==> config.mk <==
export PLATFORM = sky130hd
export DESIGN_NAME = chain_readout_ctrl
export DESIGN_NICKNAME = d
export VERILOG_FILES = /design/src/rtl/chain_rd_pkg.sv /design/src/rtl/hit_buffer.sv /design/src/rtl/burst_sequencer.sv /design/src/rtl/round_master.sv /design/src/rtl/chain_readout_ctrl.sv
export SDC_FILE = /design/constraint.sdc
export NUM_CORES = 1
export LEC_CHECK = 0
export CAP_MARGIN = 10
export CORE_UTILIZATION = 60
export CTS_CLUSTER_DIAMETER = 200
export DETAILED_ROUTE_END_ITERATION = 7
export PLACE_DENSITY = 0.77
export SYNTH_ARGS = -nofsm -noshare
export SYNTH_HDL_FRONTEND = slang
export SYNTH_HIERARCHICAL = 1
export SYNTH_SLANG_ARGS = --single-unit
==> constraint.sdc <==
create_clock -name clk -period 5.47 [get_ports clk]
set_input_delay 0.547 -clock clk [delete_from_list [all_inputs] [get_ports clk]]
set_output_delay 0.547 -clock clk [all_outputs]
set_load 0.1 [all_outputs]
==> src/rtl/chain_rd_pkg.sv <==
package chain_rd_pkg;
  localparam int TS_W    = 15;
  localparam int CH_W    = 7;
  localparam int FRAME_W = 1 + TS_W + CH_W;

  typedef struct packed {
    logic            ts_ok;
    logic [TS_W-1:0] stamp;
    logic [CH_W-1:0] chan;
  } hit_frame_t;

  typedef enum logic {
    SEQ_IDLE = 1'b0,
    SEQ_SEND = 1'b1
  } seq_state_t;
endpackage

==> src/rtl/hit_buffer.sv <==
module hit_buffer #(
  parameter int DEPTH = 32,
  parameter int W     = 23
) (
  input  logic         clk,
  input  logic         rst_n,
  input  logic         push_valid,
  output logic         push_ready,
  input  logic [W-1:0] push_data,
  input  logic         pop,
  output logic [W-1:0] head,
  output logic         empty,
  output logic         overflow
);
  localparam int AW = (DEPTH > 1) ? $clog2(DEPTH) : 1;
  localparam int CW = AW + 1;

  logic [W-1:0]  mem [DEPTH];
  logic [AW-1:0] wp, rp;
  logic [CW-1:0] cnt;
  logic          full, do_push, do_pop;

  assign full       = (cnt == CW'(DEPTH));
  assign empty      = (cnt == '0);
  assign push_ready = !full;
  assign do_push    = push_valid && !full;
  assign do_pop     = pop && !empty;
  assign head       = mem[rp];

  always_ff @(posedge clk) begin
    if (do_push) mem[wp] <= push_data;
  end

  always_ff @(posedge clk) begin
    if (!rst_n) begin
      wp       <= '0;
      rp       <= '0;
      cnt      <= '0;
      overflow <= 1'b0;
    end else begin
      if (do_push) wp <= (wp == AW'(DEPTH-1)) ? '0 : wp + 1'b1;
      if (do_pop)  rp <= (rp == AW'(DEPTH-1)) ? '0 : rp + 1'b1;
      case ({do_push, do_pop})
        2'b10:   cnt <= cnt + 1'b1;
        2'b01:   cnt <= cnt - 1'b1;
        default: cnt <= cnt;
      endcase
      if (push_valid && full) overflow <= 1'b1;
    end
  end

  // occupancy never exceeds depth
  assert_depth_bound_R1: assert property (@(posedge clk) disable iff (!rst_n)
    cnt <= CW'(DEPTH));
  // overflow is sticky
  assert_overflow_sticky_R2: assert property (@(posedge clk) disable iff (!rst_n)
    overflow |=> overflow);
  // an offer on a full buffer leaves occupancy unchanged when nothing pops
  assert_full_refuse_R2: assert property (@(posedge clk) disable iff (!rst_n)
    (full && push_valid && !pop) |=> full);
endmodule

==> src/rtl/burst_sequencer.sv <==
module burst_sequencer
  import chain_rd_pkg::*;
#(
  parameter int BURST_W = 6
) (
  input  logic               clk,
  input  logic               rst_n,
  input  logic               grant,
  input  logic [BURST_W-1:0] burst_len,
  input  logic               buf_empty,
  input  logic               out_ready,
  output logic               out_valid,
  output logic               pop,
  output logic               token_out,
  output logic               idle
);
  seq_state_t         state;
  logic [BURST_W-1:0] sent;
  logic               quota_done;

  assign quota_done = (sent >= burst_len);
  assign out_valid  = (state == SEQ_SEND) && !buf_empty && !quota_done;
  assign pop        = out_valid && out_ready;
  assign idle       = (state == SEQ_IDLE);

  always_ff @(posedge clk) begin
    if (!rst_n) begin
      state     <= SEQ_IDLE;
      sent      <= '0;
      token_out <= 1'b0;
    end else begin
      token_out <= 1'b0;
      case (state)
        SEQ_IDLE: begin
          if (grant) begin
            if (buf_empty || burst_len == '0) begin
              token_out <= 1'b1;
            end else begin
              state <= SEQ_SEND;
              sent  <= '0;
            end
          end
        end
        SEQ_SEND: begin
          if (pop) sent <= sent + 1'b1;
          if (buf_empty || quota_done) begin
            state     <= SEQ_IDLE;
            token_out <= 1'b1;
          end
        end
        default: state <= SEQ_IDLE;
      endcase
    end
  end

  // token pulse lasts a single cycle
  assert_token_pulse_R8: assert property (@(posedge clk) disable iff (!rst_n)
    token_out |=> !token_out);
  // a stalled frame stays valid
  assert_valid_hold_R9: assert property (@(posedge clk) disable iff (!rst_n)
    (out_valid && !out_ready) |=> out_valid);
  // no frame is driven while the token is being handed on
  assert_no_send_on_pass_R6: assert property (@(posedge clk) disable iff (!rst_n)
    token_out |-> !out_valid);
endmodule

==> src/rtl/round_master.sv <==
module round_master (
  input  logic clk,
  input  logic rst_n,
  input  logic is_master,
  input  logic chain_avail,
  input  logic token_in,
  output logic grant
);
  logic busy, start;

  assign start = is_master && chain_avail && !busy;
  assign grant = is_master ? start : token_in;

  always_ff @(posedge clk) begin
    if (!rst_n)        busy <= 1'b0;
    else if (start)    busy <= 1'b1;
    else if (token_in) busy <= 1'b0;
  end

  // a slave never opens a round
  assert_slave_no_start_R5: assert property (@(posedge clk) disable iff (!rst_n)
    !is_master |-> !start);
  // two rounds never open on consecutive edges
  assert_single_open_R4: assert property (@(posedge clk) disable iff (!rst_n)
    start |=> !start);
endmodule

==> src/rtl/chain_readout_ctrl.sv <==
module chain_readout_ctrl
  import chain_rd_pkg::*;
#(
  parameter int DEPTH   = 32,
  parameter int BURST_W = 6
) (
  input  logic               clk,
  input  logic               rst_n,
  input  logic               is_master,
  input  logic [BURST_W-1:0] burst_len,
  input  logic               wr_valid,
  output logic               wr_ready,
  input  logic [FRAME_W-1:0] wr_frame,
  output logic               overflow,
  output logic               buf_nonempty,
  input  logic               chain_avail_in,
  input  logic               token_in,
  output logic               token_out,
  output logic               out_valid,
  input  logic               out_ready,
  output logic [FRAME_W-1:0] out_frame
);
  logic               empty, pop, grant, seq_idle;
  logic [FRAME_W-1:0] head;

  hit_buffer #(.DEPTH(DEPTH), .W(FRAME_W)) u_buf (
    .clk        (clk),
    .rst_n      (rst_n),
    .push_valid (wr_valid),
    .push_ready (wr_ready),
    .push_data  (wr_frame),
    .pop        (pop),
    .head       (head),
    .empty      (empty),
    .overflow   (overflow)
  );

  round_master u_round (
    .clk         (clk),
    .rst_n       (rst_n),
    .is_master   (is_master),
    .chain_avail (chain_avail_in),
    .token_in    (token_in),
    .grant       (grant)
  );

  burst_sequencer #(.BURST_W(BURST_W)) u_seq (
    .clk       (clk),
    .rst_n     (rst_n),
    .grant     (grant && seq_idle),
    .burst_len (burst_len),
    .buf_empty (empty),
    .out_ready (out_ready),
    .out_valid (out_valid),
    .pop       (pop),
    .token_out (token_out),
    .idle      (seq_idle)
  );

  assign buf_nonempty = !empty;
  assign out_frame    = out_valid ? head : '0;

  // frame held under back-pressure
  assert_frame_stable_R9: assert property (@(posedge clk) disable iff (!rst_n)
    (out_valid && !out_ready) |=> $stable(out_frame));
  // nothing is sent from an empty buffer
  assert_valid_needs_data_R3: assert property (@(posedge clk) disable iff (!rst_n)
    out_valid |-> buf_nonempty);
endmodule

==> results of run 1 <==
[worst reg2reg max path, stage by stage (launching register included)]
cell	delay [ns]
dfxtp_1	0.40
or3_1	0.49
nor4_1	0.53
nor3b_2	0.12
o2111a_1	0.18
o21ai_2	0.19
inv_1	0.15
o41ai_4	0.13
inv_1	0.13
ha_1	0.36
xor2_1	0.19
ha_1	0.16
a21oi_1	0.06
or4_1	0.42
a31oi_1	0.21
mux2i_1	0.20
[area by class of cell]
| cell class | count | area share (%) |
|---|---|---|
| Antenna cell | 1 | 0.00739 |
| Clock buffer | 97 | 6.04 |
| Multi-Input combinational cell | 708 | 20.7 |
| Tap cell | 664 | 2.45 |
| Timing Repair Buffer | 108 | 2.79 |
| Clock inverter | 39 | 0.639 |
| Inverter | 24 | 0.266 |
| Sequential cell | 767 | 67.1 |
[layer usage]
metal	track usage (%)	vias up
met5	0	-
met4	8.71	0
met3	4.89	134
met2	44.0	846
met1	39.5	8138
li1	-	6688
[cell usage in the layout (no fill, tap or decap), types with 18 or more instances in the layout]
cell and n:
a22oi_1 138, and2_2 18, buf_4 66, clkbuf_1 18, clkbuf_16 79, clkdlybuf4s50_1 39
clkinv_1 20, dfxtp_1 29, edfxtp_1 736, inv_1 24, mux2i_1 190, mux4_2 92
nand3_1 63, nand4_1 24, nor2_2 19
[cells in the mapped netlist, types with 2 or more instances]
| cell | n | area [um2] |
|---|---|---|
| a32o_1 | 2 | 20.0 |
| or3_1 | 6 | 37.5 |
| and2_2 | 17 | 128 |
| or4b_2 | 2 | 20.0 |
| or3b_2 | 2 | 17.5 |
| edfxtp_1 | 736 | 22100 |
| nor2_1 | 44 | 165 |
| o22ai_1 | 2 | 12.5 |
| o31a_1 | 2 | 17.5 |
| inv_1 | 24 | 90.1 |
| buf_2 | 40 | 200 |
| a21oi_1 | 12 | 60.1 |
| nand2_2 | 4 | 25.0 |
| o21ai_0 | 7 | 35.0 |
| buf_6 | 4 | 45.0 |
| xor2_1 | 4 | 35.0 |
| a22oi_1 | 138 | 1040 |
| and2_1 | 8 | 50.1 |
| buf_1 | 5 | 18.8 |
| nor3b_1 | 5 | 37.5 |
| mux2i_1 | 190 | 1900 |
| dfxtp_1 | 31 | 621 |
| mux4_2 | 92 | 2070 |
| nand4_1 | 24 | 150 |
| clkbuf_1 | 42 | 158 |
| ha_1 | 17 | 213 |
| nor2b_1 | 4 | 25.0 |
| nor4_1 | 2 | 12.5 |
| nand2_1 | 15 | 56.3 |
| nor3_1 | 3 | 15.0 |
| nand3b_1 | 5 | 37.5 |
| nand2b_1 | 5 | 31.3 |
| nand3_1 | 63 | 315 |
| and3_1 | 4 | 25.0 |
| a31oi_1 | 8 | 50.1 |
| or4_1 | 3 | 22.5 |
[cell families (layout without fill, tap and decap cells)]
logic type	count (synthesis)	in the layout	share of synthesized area, %
adders and majority gates	17	17	0.708
buffers and inverters	115	268	1.70
and+or+nand+nor	221	221	4.04
AOI/OAI and AO/OA	184	184	4.58
DFF	767	767	75.6
muxes	282	282	13.2
other	0	1	0
xor gates and xnor gates	4	4	0.117
[state kept, by name, indices dropped and copies added (netlist names), named ones only]
register / flops
u_buf/cnt: 6
u_buf/mem: 736
u_buf/overflow: 1
u_buf/rp: 5
u_buf/wp: 5
u_round/busy: 1
u_seq/sent: 6
u_seq/state: 1
u_seq/token_out: 1
[power by group]
| part | switching [mW] | internal, mW | total, mW |
|---|---|---|---|
| registers | 0.0176 | 6.47 | 6.49 |
| clock network | 2.06 | 2.69 | 4.75 |
| logic | 0.229 | 0.0808 | 0.309 |
| total | 2.31 | 9.24 | 11.5 |
[worst min-delay path by stage]
stage / startpoint / end / slack [ns] / depth (start not counted)
floorplan: u_round/busy$_SDFFE_PN0P_ / u_round/busy$_SDFFE_PN0P_ / 0.44 / 2
global placement: u_round/busy$_SDFFE_PN0P_ / u_round/busy$_SDFFE_PN0P_ / 0.45 / 2
detailed placement: u_round/busy$_SDFFE_PN0P_ / u_round/busy$_SDFFE_PN0P_ / 0.46 / 2
CTS: u_round/busy$_SDFFE_PN0P_ / u_round/busy$_SDFFE_PN0P_ / 0.47 / 2
global route: u_round/busy$_SDFFE_PN0P_ / u_round/busy$_SDFFE_PN0P_ / 0.51 / 2
finish: u_round/busy$_SDFFE_PN0P_ / u_round/busy$_SDFFE_PN0P_ / 0.47 / 2
[through the flow]
stage               cells  instance area, um2  total power [mW]  hold WS, ns
finish               2408               33900              11.5        0.469
global route         2407               33900              11.9        0.507
CTS                  2407               33900              11.6        0.473
detailed placement   2271               31600              6.92        0.464
global placement     2271               31600              6.91        0.453
floorplan            1590               30000              6.75        0.443
==> results.ini, run 1 <==
[outcome]
status = complete, no violations

[place]
dp_hpwl_um = 37900
gp_congestion = 0.786
dp_slack_ns = 1.44
numPortBuffers = 63

[synthesis]
async_reset_ff_share_pct = 0
yosys.cell_types.count = 54
syn_area_per_cell_um2 = 18.9
synth_edf_count = 736
netlist_instances = 1590
seq_area_frac_synth_pct = 75.6
yosysWarnings = 6
syn_nets = 1643
synth_seq_cells = 767
syn_area_mm2 = 0.0300
synthFlopType = edfxtp_1

[detailed_routing]
via_per_inst = 6.56
wl_met2_um = 32600
wl_met1_um = 26900
wl_met3_um = 6550
avgRoutedWirePerCell_um = 28.3
ant_nets = 0
firstDrtPassIters = 5
highest_layer = met4
drt_iter0_markers = 1708
drt_wl_total_um = 68000
drc_errors = 0
num_vias = 15800

[critical_path]
critPathKind = reg -> out
rrSetupSlack_ns = 1.48
slowest_stage = nor2b_4
critPathMaxFanout = 31
cp_num_cells = 7
r2r-start = u_buf/cnt[2]$_SDFFE_PN0P_
crit_chain = nor2b_4 -> buf_4 -> a22oi_1 -> nand3_1 -> nand4_1 -> and2_2 -> buf_4
crit_buf_inv = 2
cp_common_cell = buf_4
cp_top_family = simple AND/OR/NAND/NOR gates
setup.worst_path.end = out_frame[9]
end_kind = output port
worstPathArrival_ns = 3.81
required_ns = 4.92
ff2ff_path_depth = 15
rr_endpoint = u_buf/cnt[4]$_SDFFE_PN0P_
start_kind = flip-flop
slowest_delay_ns = 0.80

[global_routing]
track_usage_pct = 27.7
grt_max_degree = 53
antenna_found_initial = 1
grt_pass1_wl_um = 101000
overflow = 0
grt_pass1_vias = 15700

[clock_tree]
clock_path_buffers = 3
cts_made_buffers = 75
root_buffer = clkbuf_16
clk_pin_slew_ns = 0.06
clock_sinks = 767
cts_tree = done
post_cts_buffers = 0
h-tree-depth = 3
clock_latency_ns = 0.61
cts_resized = 0
hold_buffers = 0

[floorplan]
die_x_um = 226
io_pins = 64
rows = 81
initial_utilization_pct = 61.1
fp.dieH_um = 226
dieArea_mm2 = 0.0510
core-area_mm2 = 0.0492

[finish]
nNetsFinal = 1737
drive_gt1_share_pct = 19.1
fillerInstances = 2983
area_delta_synth_final_pct = 12.7
fin_util_pct = 68.9
regArea_mm2 = 0.0227
multiInputGateArea_mm2 = 0.00700

[sta]
setup_viol = 0
drv_slew = 0
hold_viol_final = 0
setup_tns_ns = 0
min_period_ns = 4.36
max_freq_mhz = 230
worst_slack_ns = 1.11
relSlewSlack_pct = 20.4
period_share_pct = 79.6
finalClockSkew_ns = 0.0220
tightestPinTransition_ns = 1.19
rsz0062_at_grt = false

[power]
ir_drop_v = 0.000275
p_per_area_mw_per_mm2 = 341
p_leak_nw = 10.3

[min_path]
hp-class = reg -> reg

[job]
drv_cap = 0

Note: power is estimated with default switching activity, not from simulation.
==> run 2, diff against run 1 <==
- clock period: 5.47 -> 4.2 ns (I/O delays scaled with it)
==> results.ini, run 2 (synthesized netlist as in run 1, its figures left out) <==
[clock_tree]
hold_buffers = 0
cts_made_buffers = 76
clk_pin_slew_ns = 0.06
cts_resized = 0
post_cts_buffers = 0
clock_path_buffers = 3
root_buffer = clkbuf_16
clock_latency_ns = 0.62
cts_tree = done
clock_sinks = 767
h-tree-depth = 3

[place]
dpl_cell_area_mm2 = 0.0322
dp.cells = 2299
gp_congestion = 0.783
numPortBuffers = 63
dp_hpwl_um = 38600
dp_slack_ns = 0.225

[detailed_routing]
drt_wl_total_um = 70800
drt_iter0_markers = 1953
via_per_inst = 6.66
avgRoutedWirePerCell_um = 29.1
firstDrtPassIters = 6
drc_errors = 0
num_vias = 16200
ant_nets = 0

[finish]
regArea_mm2 = 0.0227
antenna_cells = 0
final_common_cell = edfxtp_1
largest-register = u_buf/mem
fillerInstances = 2903
multiInputGateArea_mm2 = 0.00700
drive_gt1_share_pct = 20.6
final_cell_mix = edfxtp_1, mux2i_1, a22oi_1
largest_register_ffs = 736
final_area_mm2 = 0.0347
nNetsFinal = 1767
final_cells = 2435
area_delta_synth_final_pct = 15.4
largestRegisters = u_buf/mem: 736 flops, u_buf/cnt: 6 flops, u_seq/sent: 6 flops

[global_routing]
antenna_found_initial = 0
grt_pass1_vias = 16300
track_usage_pct = 28.5
overflow = 0
grt_pass1_wl_um = 103000
grt_max_degree = 61

[critical_path]
ff2ff_path_depth = 16
critPathMaxFanout = 19
crit_chain = buf_4 -> mux4_2 -> a22oi_1 -> nand4_1 -> and2_2 -> buf_12
worstPathArrival_ns = 3.50
end_kind = output port
cp_num_cells = 6
required_ns = 3.78
critPathKind = reg -> out
slowest_delay_ns = 0.57
cp_top_family = simple AND/OR/NAND/NOR gates
start_kind = flip-flop
slowest_stage = dfxtp_4
crit_buf_inv = 2

[power]
ir_drop_v = 0.000407
p_per_area_mw_per_mm2 = 452
p_leak_nw = 10.6

[sta]
relSlewSlack_pct = 18.6
hold_viol_final = 0
setup_tns_ns = 0
hold_slack_ns = 0.440
max_freq_mhz = 255
tightestPinTransition_ns = 1.22
rsz0062_at_grt = false
finalClockSkew_ns = 0.0244
setup_viol = 0
worst_slack_ns = 0.277
min_period_ns = 3.92
drv_slew = 0
period_share_pct = 93.4

[min_path]
min_path_cells = 3
hp-class = in -> reg

[floorplan]
core-area_mm2 = 0.0492
die_x_um = 226
rows = 81
initial_utilization_pct = 61.1
fp.dieH_um = 226
io_pins = 64
dieArea_mm2 = 0.0510

[outcome]
status = complete, no violations

[job]
drv_cap = 0

[run 2: worst paths after layout]
check | endpoint | from | slack [ns]
max | out_frame[7] | flip-flop | 0.28
min | u_round/busy$_SDFFE_PN0P_ | chain_avail_in | 0.44
max reg2reg | u_buf/cnt[4]$_SDFFE_PN0P_ | u_buf/cnt[2]$_SDFFE_PN0P_ | 0.35
min reg2reg | u_round/busy$_SDFFE_PN0P_ | u_round/busy$_SDFFE_PN0P_ | 0.48
[run 2: where the power goes]
group	switching, mW	internal (mW)
registers	0.0223	8.43
clock network	2.76	4.04
logic	0.309	0.125
total	3.09	12.6
[run 2: cell type report]
| type | count | share of cell area, % |
|---|---|---|
| Timing Repair Buffer | 137 | 4.42 |
| Tap cell | 664 | 2.40 |
| Inverter | 24 | 0.260 |
| Sequential cell | 767 | 65.5 |
| Clock inverter | 44 | 1.48 |
| Multi-Input combinational cell | 708 | 20.2 |
| Clock buffer | 91 | 5.71 |
[run 2: layer usage]
layer  GRT usage (%)  vias up  routed length, um
met2            45.5      971              34200
met3            5.66      168               7340
met1            38.9     8338              26800
li1                -     6731                  -
met5               0        -                  0
met4            11.5        0               2480
[run 2: stage by stage]
step,total power [mW],util [%]
global route,16.1,70.5
global placement,9.02,65.4
floorplan,8.79,-
CTS,15.8,70.5
finish,15.7,70.5
detailed placement,9.04,65.4
[run 2: worst reg2reg max path: cells and delay by family, from the launching register on]
kind	cells	cell delay, ns
XOR/XNOR	1	0.20
multiplexers	1	0.20
adder cells (fa/ha/maj)	2	0.58
flip-flops	1	0.53
AO/OA/AOI/OAI	5	0.81
AND/OR/NAND/NOR	4	1.05
buffers and inverters	3	0.42
==> run 3, diff against run 2 <==
- CTS_CLUSTER_DIAMETER: 200 -> 80
==> results of run 3 <==
Final layout, timing and power as in run 2 (identical DEF).
